File: src/rtl/fp24_pkg.sv
package fp24_pkg;
    // Operand classification shared by unpacker and top
    typedef enum logic [1:0] {
        CLS_ZERO = 2'd0,
        CLS_NORM = 2'd1,
        CLS_INF  = 2'd2,
        CLS_NAN  = 2'd3
    } fp_class_e;
endpackage

File: src/rtl/fp24_unpack.sv
module fp24_unpack
    import fp24_pkg::*;
#(
    parameter int EXP_W = 7,
    parameter int MAN_W = 16,
    localparam int W    = 1 + EXP_W + MAN_W
) (
    input  logic [W-1:0]     word_i,
    output fp_class_e        cls_o,
    output logic             sign_o,
    output logic [EXP_W-1:0] exp_o,
    output logic [MAN_W-1:0] man_o
);
    assign sign_o = word_i[W-1];
    assign exp_o  = word_i[W-2 -: EXP_W];
    assign man_o  = word_i[MAN_W-1:0];

    always_comb begin
        if (word_i == '0) begin
            cls_o = CLS_ZERO;
        end else if (&exp_o) begin
            cls_o = (man_o == '0) ? CLS_INF : CLS_NAN;
        end else begin
            cls_o = CLS_NORM;
        end
    end
endmodule

File: src/rtl/fp24_sigmul.sv
module fp24_sigmul #(
    parameter int EXP_W = 7,
    parameter int MAN_W = 16,
    parameter int BIAS  = (1 << (EXP_W - 1)) - 1,
    localparam int SIG_W  = MAN_W + 1,
    localparam int PROD_W = 2 * SIG_W,
    localparam int XW     = EXP_W + 3
) (
    input  logic [EXP_W-1:0]      exp_a_i,
    input  logic [EXP_W-1:0]      exp_b_i,
    input  logic [MAN_W-1:0]      man_a_i,
    input  logic [MAN_W-1:0]      man_b_i,
    output logic signed [XW-1:0]  exp_o,
    output logic [MAN_W-1:0]      man_o
);
    logic [PROD_W-1:0] prod;
    logic [PROD_W-1:0] norm;
    logic              top;
    logic [MAN_W-1:0]  kept;
    logic              guard;
    logic              sticky;
    logic              round_up;
    logic [MAN_W:0]    sum;
    logic              carry;

    always_comb begin
        prod     = PROD_W'({1'b1, man_a_i}) * PROD_W'({1'b1, man_b_i});
        top      = prod[PROD_W-1];
        // Bring the leading one to bit PROD_W-1
        norm     = top ? prod : (prod << 1);
        kept     = norm[PROD_W-2 -: MAN_W];
        guard    = norm[PROD_W-2-MAN_W];
        sticky   = |norm[PROD_W-3-MAN_W:0];
        // Nearest, ties to even
        round_up = guard & (sticky | kept[0]);
        sum      = {1'b0, kept} + (MAN_W+1)'(round_up);
        carry    = sum[MAN_W];
        man_o    = sum[MAN_W-1:0];
        exp_o    = $signed(XW'(exp_a_i)) + $signed(XW'(exp_b_i))
                 - $signed(XW'(BIAS)) + $signed(XW'(top)) + $signed(XW'(carry));
    end
endmodule

File: src/rtl/fp24_mul.sv
module fp24_mul
    import fp24_pkg::*;
#(
    parameter int EXP_W = 7,
    parameter int MAN_W = 16,
    localparam int W    = 1 + EXP_W + MAN_W,
    localparam int XW   = EXP_W + 3,
    localparam int EMAX = (1 << EXP_W) - 1
) (
    input  logic         clk,
    input  logic         rst_n,
    input  logic         in_valid,
    input  logic [W-1:0] in_a,
    input  logic [W-1:0] in_b,
    output logic         out_valid,
    output logic [W-1:0] out_prod
);
    localparam logic [W-1:0] CANON_NAN = {1'b0, {EXP_W{1'b1}}, 1'b1, {(MAN_W-1){1'b0}}};

    typedef struct packed {
        logic         vld;
        logic [W-1:0] prod;
    } state_t;

    state_t state_d, state_q;

    logic [W-1:0]     opnd [2];
    fp_class_e        cls  [2];
    logic             sgn  [2];
    logic [EXP_W-1:0] ex   [2];
    logic [MAN_W-1:0] mn   [2];

    assign opnd[0] = in_a;
    assign opnd[1] = in_b;

    for (genvar g = 0; g < 2; g++) begin : g_unpack
        fp24_unpack #(.EXP_W(EXP_W), .MAN_W(MAN_W)) unpack_i (
            .word_i (opnd[g]),
            .cls_o  (cls[g]),
            .sign_o (sgn[g]),
            .exp_o  (ex[g]),
            .man_o  (mn[g])
        );
    end

    logic signed [XW-1:0] res_exp;
    logic [MAN_W-1:0]     res_man;

    fp24_sigmul #(.EXP_W(EXP_W), .MAN_W(MAN_W)) sigmul_i (
        .exp_a_i (ex[0]),
        .exp_b_i (ex[1]),
        .man_a_i (mn[0]),
        .man_b_i (mn[1]),
        .exp_o   (res_exp),
        .man_o   (res_man)
    );

    logic any_nan, any_zero, any_inf, ovf, unf, psign;

    always_comb begin
        any_nan  = (cls[0] == CLS_NAN)  || (cls[1] == CLS_NAN);
        any_zero = (cls[0] == CLS_ZERO) || (cls[1] == CLS_ZERO);
        any_inf  = (cls[0] == CLS_INF)  || (cls[1] == CLS_INF);
        psign    = sgn[0] ^ sgn[1];
        ovf      = res_exp >= $signed(XW'(EMAX));
        unf      = res_exp < $signed(XW'(0));

        state_d     = state_q;
        state_d.vld = in_valid;
        if (in_valid) begin
            if (any_nan) begin
                state_d.prod = CANON_NAN;
            end else if (any_zero || (!any_inf && unf)) begin
                state_d.prod = '0;
            end else if (any_inf || ovf) begin
                state_d.prod = {psign, {EXP_W{1'b1}}, {MAN_W{1'b0}}};
            end else begin
                state_d.prod = {psign, res_exp[EXP_W-1:0], res_man};
            end
        end
    end

    always_ff @(posedge clk) begin
        if (!rst_n) begin
            state_q <= '0;
        end else begin
            state_q <= state_d;
        end
    end

    assign out_valid = state_q.vld;
    assign out_prod  = state_q.prod;

    // Port-level views used by the properties below
    logic a_nan, b_nan, a_inf, b_inf;
    assign a_nan = (&in_a[W-2 -: EXP_W]) && (in_a[MAN_W-1:0] != '0);
    assign b_nan = (&in_b[W-2 -: EXP_W]) && (in_b[MAN_W-1:0] != '0);
    assign a_inf = (&in_a[W-2 -: EXP_W]) && (in_a[MAN_W-1:0] == '0);
    assign b_inf = (&in_b[W-2 -: EXP_W]) && (in_b[MAN_W-1:0] == '0);

    assert_valid_follows_R10: assert property (@(posedge clk) disable iff (!rst_n)
        in_valid |=> out_valid);
    assert_idle_follows_R10: assert property (@(posedge clk) disable iff (!rst_n)
        !in_valid |=> !out_valid);
    assert_hold_when_idle_R10: assert property (@(posedge clk) disable iff (!rst_n)
        !in_valid |=> $stable(out_prod));
    assert_nan_wins_R4: assert property (@(posedge clk) disable iff (!rst_n)
        in_valid && (a_nan || b_nan) |=> out_prod == CANON_NAN);
    assert_no_stray_nan_R4: assert property (@(posedge clk) disable iff (!rst_n)
        out_valid && (&out_prod[W-2 -: EXP_W]) |->
            (out_prod[MAN_W-1:0] == '0) || (out_prod == CANON_NAN));
    assert_zero_times_inf_R3: assert property (@(posedge clk) disable iff (!rst_n)
        in_valid && ((in_a == '0 && b_inf) || (in_b == '0 && a_inf)) |=> out_prod == '0);
    assert_zero_operand_R2: assert property (@(posedge clk) disable iff (!rst_n)
        in_valid && (in_a == '0 || in_b == '0) && !a_nan && !b_nan |=> out_prod == '0);
    assert_inf_sign_R5: assert property (@(posedge clk) disable iff (!rst_n)
        in_valid && a_inf && in_b != '0 && !b_nan |=>
            out_prod == {$past(in_a[W-1] ^ in_b[W-1]), {EXP_W{1'b1}}, {MAN_W{1'b0}}});
endmodule

File: config.mk
export PLATFORM = sky130hd
export DESIGN_NAME = fp24_mul
export DESIGN_NICKNAME = d
export VERILOG_FILES = /design/src/rtl/fp24_pkg.sv /design/src/rtl/fp24_unpack.sv /design/src/rtl/fp24_sigmul.sv /design/src/rtl/fp24_mul.sv
export SDC_FILE = /design/constraint.sdc
export NUM_CORES = 1
export LEC_CHECK = 0
export BUFFER_PORTS_ARGS = -buffer_cell sky130_fd_sc_hd__buf_2
export CORE_MARGIN = 1
export CORE_UTILIZATION = 50
export CTS_CLUSTER_DIAMETER = 80
export DETAILED_ROUTE_END_ITERATION = 6
export PLACE_DENSITY_LB_ADDON = 0.25
export SETUP_SLACK_MARGIN = 0.4
export SLEW_MARGIN = 20
export SYNTH_ARGS = -nofsm -noshare
export SYNTH_HDL_FRONTEND = slang
export SYNTH_SLANG_ARGS = --single-unit
File: constraint.sdc
create_clock -name clk -period 25.8 [get_ports clk]
set_input_delay 0 -clock clk [delete_from_list [all_inputs] [get_ports clk]]
set_output_delay 0 -clock clk [all_outputs]
set_load 0.005 [all_outputs]
==> results of run 1 <==
layout make-up:
type,instances,area (um2),area share
inverters,313,1175,0.09407
repair buffers,77,390.4,0.03126
clock inverters,1,7.507,0.0006011
multi-input cells,1005,9950,0.7966
clock buffers,3,75.07,0.006011
flip-flops and latches,25,500.5,0.04007
well taps,313,391.6,0.03136
logic make-up (layout without fill, tap and decap cells):
kind of cell,after synthesis,after routing
buffers and inverters,360,394
xor gates and xnor gates,54,54
and+or+nand+nor,425,425
muxes,5,5
AOI/OAI and AO/OA,175,175
DFF,25,25
adders and majority gates,346,346
flip-flops by register name (all words and copies together) (netlist names):
register	flops
out_prod	24
out_valid	1
per-layer routing:
| metal | share of wire | GRT usage | vias up |
|---|---|---|---|
| met5 | 0 | 0 | - |
| li1 | - | - | 4419 |
| met1 | 0.44 | 0.3468 | 4670 |
| met3 | 0.055 | 0.03444 | 48 |
| met4 | 0.023 | 0.05602 | 0 |
| met2 | 0.48 | 0.4482 | 278 |
per-stage QoR:
step / hold WS [ps] / instance area [um2] / worst slack, ps
after detailed placement: 319.7 / 12410 / 16000
final: 56.19 / 12490 / 16080
after floorplan: 195.7 / 11810 / 16910
after CTS: 52.77 / 12490 / 16190
after global placement: 318.0 / 12410 / 16130
after global routing: 60.74 / 12490 / 15260
critical path: cells and delay by family:
family / cells / cell delay (ps)
XOR/XNOR: 1 / 180
adder cells (fa/ha/maj): 10 / 4210
AO/OA/AOI/OAI: 11 / 2540
buffers and inverters: 4 / 560
AND/OR/NAND/NOR: 10 / 2400
cell usage after synthesis (4+ instances only):
cell / count
a21oi_2: 5
nor2b_1: 4
xor2_1: 29
a211oi_1: 4
nor3_1: 13
o21ai_0: 29
a21oi_1: 39
and2_1: 95
dfxtp_1: 25
xnor2_1: 24
a21o_1: 20
mux2i_1: 5
ha_1: 120
a31oi_1: 4
and4_1: 7
nand4_1: 10
clkbuf_1: 44
nand3_1: 20
o21ai_1: 5
o22ai_1: 4
o21a_1: 5
nand2b_1: 6
a22o_1: 4
o211ai_1: 7
nor2_1: 43
or3_1: 4
fa_1: 226
o31a_1: 4
inv_1: 312
nand2_1: 186
nor4_1: 18
worst min-delay path by stage:
stage / startpoint / endpoint / slack, ps / cells after the start
final: rst_n / out_prod[5]$_SDFFE_PN0P_ / 60 / 2
after global routing: rst_n / out_prod[5]$_SDFFE_PN0P_ / 60 / 2
after CTS: rst_n / out_prod[5]$_SDFFE_PN0P_ / 50 / 2
after detailed placement: rst_n / out_prod[5]$_SDFFE_PN0P_ / 320 / 2
after global placement: rst_n / out_prod[5]$_SDFFE_PN0P_ / 320 / 2
after floorplan: in_valid / out_valid$_SDFF_PN0_ / 200 / 2
==> qor.yml, run 1 <==
run_status:
  outcome: "finished, final reports clean"
cts:
  cts_tree: "yes"
  numClockSinks: 25
  htree_levels: 1
  postCtsHoldBufs: 0
  cts_resized: 0
  root_buffer: "clkbuf_16"
  cts_buffer_depth: 2
  clk_pin_slew_ps: 70
  numCtsBuffers: 3
  cts_setup_buffers: 0
  clk_latency_ps: 250
final_layout:
  drive_gt1_frac: 0.08216
  n_fill_cell: 2174
  layout_commonest_cell: "inv_1"
  stdcell_count: 1737
  fin_nets: 1822
  area_growth_pct: 5.798
  final_util: 0.5450
  final_cell_mix: "inv_1 (312), fa_1 (226), nand2_1 (186)"
  num_antenna_cells: 0
yosys:
  synthesis.nets: 1787
  synth_edf_count: 0
  synth_seq_cells: 25
  yosysSeqAreaShare: 0.04240
  synth.distinct_cells: 78
  syn_area_um2: 11810
  synthMuxAreaShare: 0.004240
  synth_compound_area_frac: 0.1078
  yosys_warnings: 0
  synth_area_per_cell_um2: 8.493
  syn_inst: 1390
  synth_top_family_by_area: "adder cells"
  synth_xor_xnor_area_share: 0.04070
  yosysTopAreaCell: "fa_1"
  synthAdderAreaFrac: 0.5104
  synth_top_area_frac: 0.3833
  synth_simple_gate_area_frac: 0.1797
  async_flop_share: 0
  ys_dominant_reg_cell: "dfxtp_1"
  netlist_top_cells_area: "fa_1 (38%), ha_1 (13%), inv_1 (9.9%)"
timing:
  finalHoldViolations: 0
  setup_viol: 0
  fin_crit_ps: 9717
  fmax_mhz: 102.9
  tns_ps: 0
  worst_pin_slew_ps: 701.1
  fin_worst_skew_ps: 0
  min_period_over_period: 0.3766
  rsz0062_at_grt: "false"
  slew_headroom: 0.5294
  slew_violations: 0
critical_path:
  crit_path_frequent_cell: "fa_1"
  end_kind: "register"
  critPathSlowestCell: "fa_1"
  startpoint_type: "input pin"
  critical_path_arrival_ps: 9900
  crit_start: "in_a[10]"
  timing.rr.start: "out_prod[11]$_SDFFE_PN0P_"
  r2r_slack_ps: 25090
  critical_path_class: "in -> reg"
  timing.rr.end: "out_prod[11]$_SDFFE_PN0P_"
  path_max_fanout: 18
  r2r_cells: 2
  required_ps: 25990
  critPathCapture: "out_prod[8]$_SDFFE_PN0P_"
  slowest_delay_ps: 590
worst_hold_path:
  hold_class: "in -> reg"
route:
  drc_errors: 0
  drt_wl_total_um: 29500
  drt_pre_antenna_iters: 4
  viasPerCell: 5.420
  num_vias: 9415
  wire_per_inst_um: 16.99
  drt_iter0_markers: 530
  antenna_left: 0
die:
  start_util: 0.5152
  core-area_um2: 22920
  die-area_um2: 24230
  design.portCount: 76
  die_w_um: 155.7
  num_rows: 55
  die_h_um: 155.7
global_routing:
  grt_pass1_vias: 9883
  grt_max_degree: 19
  grtUsageTotal: 0.2593
  grt_pass1_wl_um: 49860
  grt_overflow: 0
  antenna_found_initial: 0
place:
  io_buffers: 75
  hpwl_um: 24020
  gp_congestion: 0.8849
  dp_cells: 1733
flow_run:
  maxCapViolations: 0
Power of run 1 is left out: the tool's default activity adds up to more than one toggle a clock period on the data nets, which glitch-free logic cannot reach.
==> run 2: changes to the inputs <==
clock period = 7.96 ns   (was 25.8 ns; I/O delays follow)
==> run 2 against run 1 <==
Compared with the run above: the run now ends with setup timing left; die area unchanged; cell count up 15%; register-to-register slack worse by 18000 ps; utilization up 13 points; non-clock buffer count up 262; critical path type unchanged; highest routed layer unchanged.
==> qor.yml, run 2 (same netlist as run 1, synthesis figures left out) <==
final_layout:
  stdcell_count: 1999
  final_cell_mix: "inv_1 (298), buf_4 (249), fa_1 (213)"
  area_growth_pct: 32.00
  fin_nets: 2084
  layout_commonest_cell: "inv_1"
  drive_gt1_frac: 0.3001
  n_fill_cell: 1802
  largest_reg_flops: 24
  fin_area_um2: 15580
  num_antenna_cells: 0
global_routing:
  antenna_found_initial: 0
  grt_max_degree: 19
  grt_pass1_vias: 11570
  grt_overflow: 0
  grtUsageTotal: 0.2901
  grt_pass1_wl_um: 55590
place:
  gp_congestion: 0.8873
  place_area_um2: 14150
  dp_cells: 1943
  hpwl_um: 26900
  io_buffers: 75
cts:
  clk_latency_ps: 260
  cts_tree: "yes"
  numClockSinks: 25
  clk_pin_slew_ps: 60
  htree_levels: 1
  postCtsHoldBufs: 0
  root_buffer: "clkbuf_16"
  numCtsBuffers: 3
  cts_buffer_depth: 2
route:
  drc_errors: 0
  drt_iter0_markers: 682
  drt_wl_total_um: 33890
  viasPerCell: 5.367
  wire_per_inst_um: 16.95
  antenna_left: 0
  drt_pre_antenna_iters: 5
  num_vias: 10729
timing:
  finalHoldViolations: 0
  tns_ps: -133.8
  fin_worst_skew_ps: 0
  slew_headroom: 0.5201
  setup_viol: 8
  worst_pin_slew_ps: 713.3
  finalWorstSetupSlack_ps: -44.88
  fin_crit_ps: 8005
  whs_ps: 53.20
  fmax_mhz: 124.9
  rsz0062_at_grt: "true"
  min_period_over_period: 1.006
  slew_violations: 0
critical_path:
  r2r_cells: 2
  end_kind: "register"
  worst-path-stages: 37
  critical_path_arrival_ps: 8190
  critPathSlowestCell: "or4_4"
  startpoint_type: "input pin"
  crit_family: "adder cells"
  crit_buf_inv: 6
  crit_path_frequent_cell: "fa_1"
  required_ps: 8150
  slowest_delay_ps: 560
  critical_path_class: "in -> reg"
  path_max_fanout: 8
die:
  num_rows: 55
  start_util: 0.5152
  die-area_um2: 24230
  design.portCount: 76
  die_w_um: 155.7
  die_h_um: 155.7
  core-area_um2: 22920
worst_hold_path:
  hold_depth: 2
  hold_class: "in -> reg"
run_status:
  violations: "setup timing"
  outcome: "finished with violations"
flow_run:
  maxCapViolations: 0
[run 2: routing by layer]
layer  global-route usage  vias up  part of all wire
met5                    0        -                 0
met4               0.1069        0             0.036
met3              0.02833       82             0.062
met2               0.5185      375              0.51
met1               0.3630     5344              0.39
li1                     -     4928                 -
[run 2: final timing paths]
check	startpoint	endpoint	slack, ps
hold / removal	rst_n	out_prod[5]$_SDFFE_PN0P_	50
setup / recovery	in_b[14]	out_prod[13]$_SDFFE_PN0P_	-40
setup reg to reg	out_prod[5]$_SDFFE_PN0P_	out_prod[5]$_SDFFE_PN0P_	7270
hold reg to reg	out_prod[1]$_SDFFE_PN0P_	out_prod[1]$_SDFFE_PN0P_	470
[run 2: metrics by stage]
step                      worst slack, ps  utilization
after floorplan                    -160.7            -
after global placement             -438.4       0.6176
after detailed placement           -610.0       0.6176
after CTS                           217.3       0.6639
after global routing               -420.1       0.6800
final                              -44.88       0.6800
[run 2: layout make-up]
| type | count | area, um2 | area share |
|---|---|---|---|
| clock inverter | 1 | 5.005 | 0.0003212 |
| sequential | 25 | 500.5 | 0.03212 |
| timing repair buffer | 339 | 2748 | 0.1763 |
| tap | 313 | 391.6 | 0.02513 |
| inverter | 313 | 1181 | 0.07580 |
| clock buffer | 3 | 75.07 | 0.004818 |
| multi-input combinational | 1005 | 10680 | 0.6855 |
[run 2: what timing repair did]
| item | in CTS | in global routing |
|---|---|---|
| gates resized for setup | 151 | 71 |
| setup endpoints to repair | 24 | 24 |
| buffers inserted | 36 | 14 |
| endpoints found under the hold margin | 0 | 0 |
| pin swaps | 70 | 42 |
| cloned | 2 | 0 |
Power of run 2 is left out for the same reason.
==> run 3: changes to the inputs <==
CORE_ASPECT_RATIO = 0.9   (was unset)
==> run 3 against run 2 <==
Compared with the run above: the flow still finishes with violations (setup timing); utilization increased by 1.7 points; register-to-register slack got worse by 50 ps; cell area increased by 2.2%.
==> qor.yml, run 3 (same netlist as run 1, synthesis figures left out) <==
die:
  design.portCount: 76
  die_w_um: 164.0
  die_h_um: 147.8
  core-area_um2: 22840
  start_util: 0.5169
  die-area_um2: 24230
  num_rows: 52
place:
  hpwl_um: 26920
  place_ws_ps: -590.3
  io_buffers: 75
  place_area_um2: 14060
  gp_congestion: 0.9432
final_layout:
  layout_commonest_cell: "inv_1"
  area_growth_pct: 34.88
  num_antenna_cells: 0
  fin_area_um2: 15920
  final_cell_mix: "inv_1 (282), buf_4 (233), fa_1 (211)"
  drive_gt1_frac: 0.3229
  largest_reg_flops: 24
  fin_nets: 2092
route:
  num_vias: 10843
  drt_wl_total_um: 34560
  wire_per_inst_um: 17.36
  drt_iter0_markers: 713
  drc_errors: 0
  viasPerCell: 5.446
  drt_pre_antenna_iters: 6
  antenna_left: 0
global_routing:
  grtUsageTotal: 0.2830
  grt_max_degree: 19
  grt_pass1_wl_um: 54450
  antenna_found_initial: 0
  grt_overflow: 0
  grt_pass1_vias: 11425
timing:
  whs_ps: 74.77
  fmax_mhz: 124.0
  min_period_over_period: 1.013
  fin_worst_skew_ps: 0
  finalHoldViolations: 0
  slew_headroom: 0.5805
  finalWorstSetupSlack_ps: -105.3
  slew_violations: 0
  fin_crit_ps: 8065
  tns_ps: -729.2
  rsz0062_at_grt: "true"
  setup_viol: 14
  worst_pin_slew_ps: 629.2
run_status:
  violations: "setup timing"
  outcome: "finished with violations"
cts:
  numClockSinks: 25
  clk_pin_slew_ps: 60
  htree_levels: 1
  clk_latency_ps: 250
  cts_tree: "yes"
  cts_buffer_depth: 2
  numCtsBuffers: 3
  root_buffer: "clkbuf_16"
critical_path:
  critical_path_arrival_ps: 8200
  path_max_fanout: 12
  required_ps: 8090
  end_kind: "register"
  critPathSlowestCell: "fa_1"
  slowest_delay_ps: 590
  critical_path_class: "in -> reg"
  crit_path_frequent_cell: "fa_1"
  startpoint_type: "input pin"
worst_hold_path:
  hold_class: "in -> reg"
flow_run:
  maxCapViolations: 0
run 3: cell count changes in the layout (fill, tap and decap cells not counted), moves of 5 or more:
cell and delta:
buf_4 -16, ha_1 -8, inv_2 +10, buf_8 +5
inv_1 -16, ha_4 +7, buf_6 +21, nand2_1 -6
run 3: repair_timing:
action,4_1_cts,5_1_grt
setup endpoints to repair,24,24
cloned,0,2
hold buffers,0,0
pin swaps,71,118
resized for setup,146,160
buffers inserted,37,32
run 3: critical path: cells and delay by family:
kind                     cells  cell delay (ps)
adder cells (fa/ha/maj)      9             3840
buffers and inverters        7              690
XOR/XNOR                     2              310
AND/OR/NAND/NOR             10             1670
AO/OA/AOI/OAI                9             1670
run 3: final cells by class:
| class | instances | area [um2] |
|---|---|---|
| clock buffers | 3 | 75.07 |
| inverters | 313 | 1205 |
| clock inverters | 1 | 5.005 |
| well taps | 297 | 371.6 |
| fillers | 1700 | 6914 |
| flip-flops and latches | 25 | 500.5 |
| multi-input cells | 1005 | 10880 |
| repair buffers | 347 | 2887 |
run 3: final timing paths:
path | from | to | cells past startpoint | slack [ps]
worst min-delay path | rst_n | out_prod[5]$_SDFFE_PN0P_ | 2 | 70
worst max register to register | out_prod[16]$_SDFFE_PN0P_ | out_prod[16]$_SDFFE_PN0P_ | 2 | 7220
worst min register to register | out_prod[4]$_SDFFE_PN0P_ | out_prod[4]$_SDFFE_PN0P_ | 2 | 470
worst max-delay path | in_b[7] | out_prod[22]$_SDFFE_PN0P_ | 37 | -110
run 3: routing by layer:
| metal | global-route usage | wire length [um] | vias to the layer above |
|---|---|---|---|
| met1 | 0.3626 | 14030 | 5474 |
| met2 | 0.5256 | 18170 | 344 |
| met5 | 0 | 0 | - |
| met3 | 0.02189 | 1654 | 66 |
| met4 | 0.04537 | 693 | 0 |
| li1 | - | - | 4959 |
run 3: through the flow:
| step | instances | util |
|---|---|---|
| after CTS | 1957 | 0.6578 |
| after global placement | 1916 | 0.6158 |
| after global routing | 1991 | 0.6972 |
| final | 1991 | 0.6972 |
| after floorplan | 1390 | - |
| after detailed placement | 1916 | 0.6158 |
Power of run 3 is left out for the same reason.
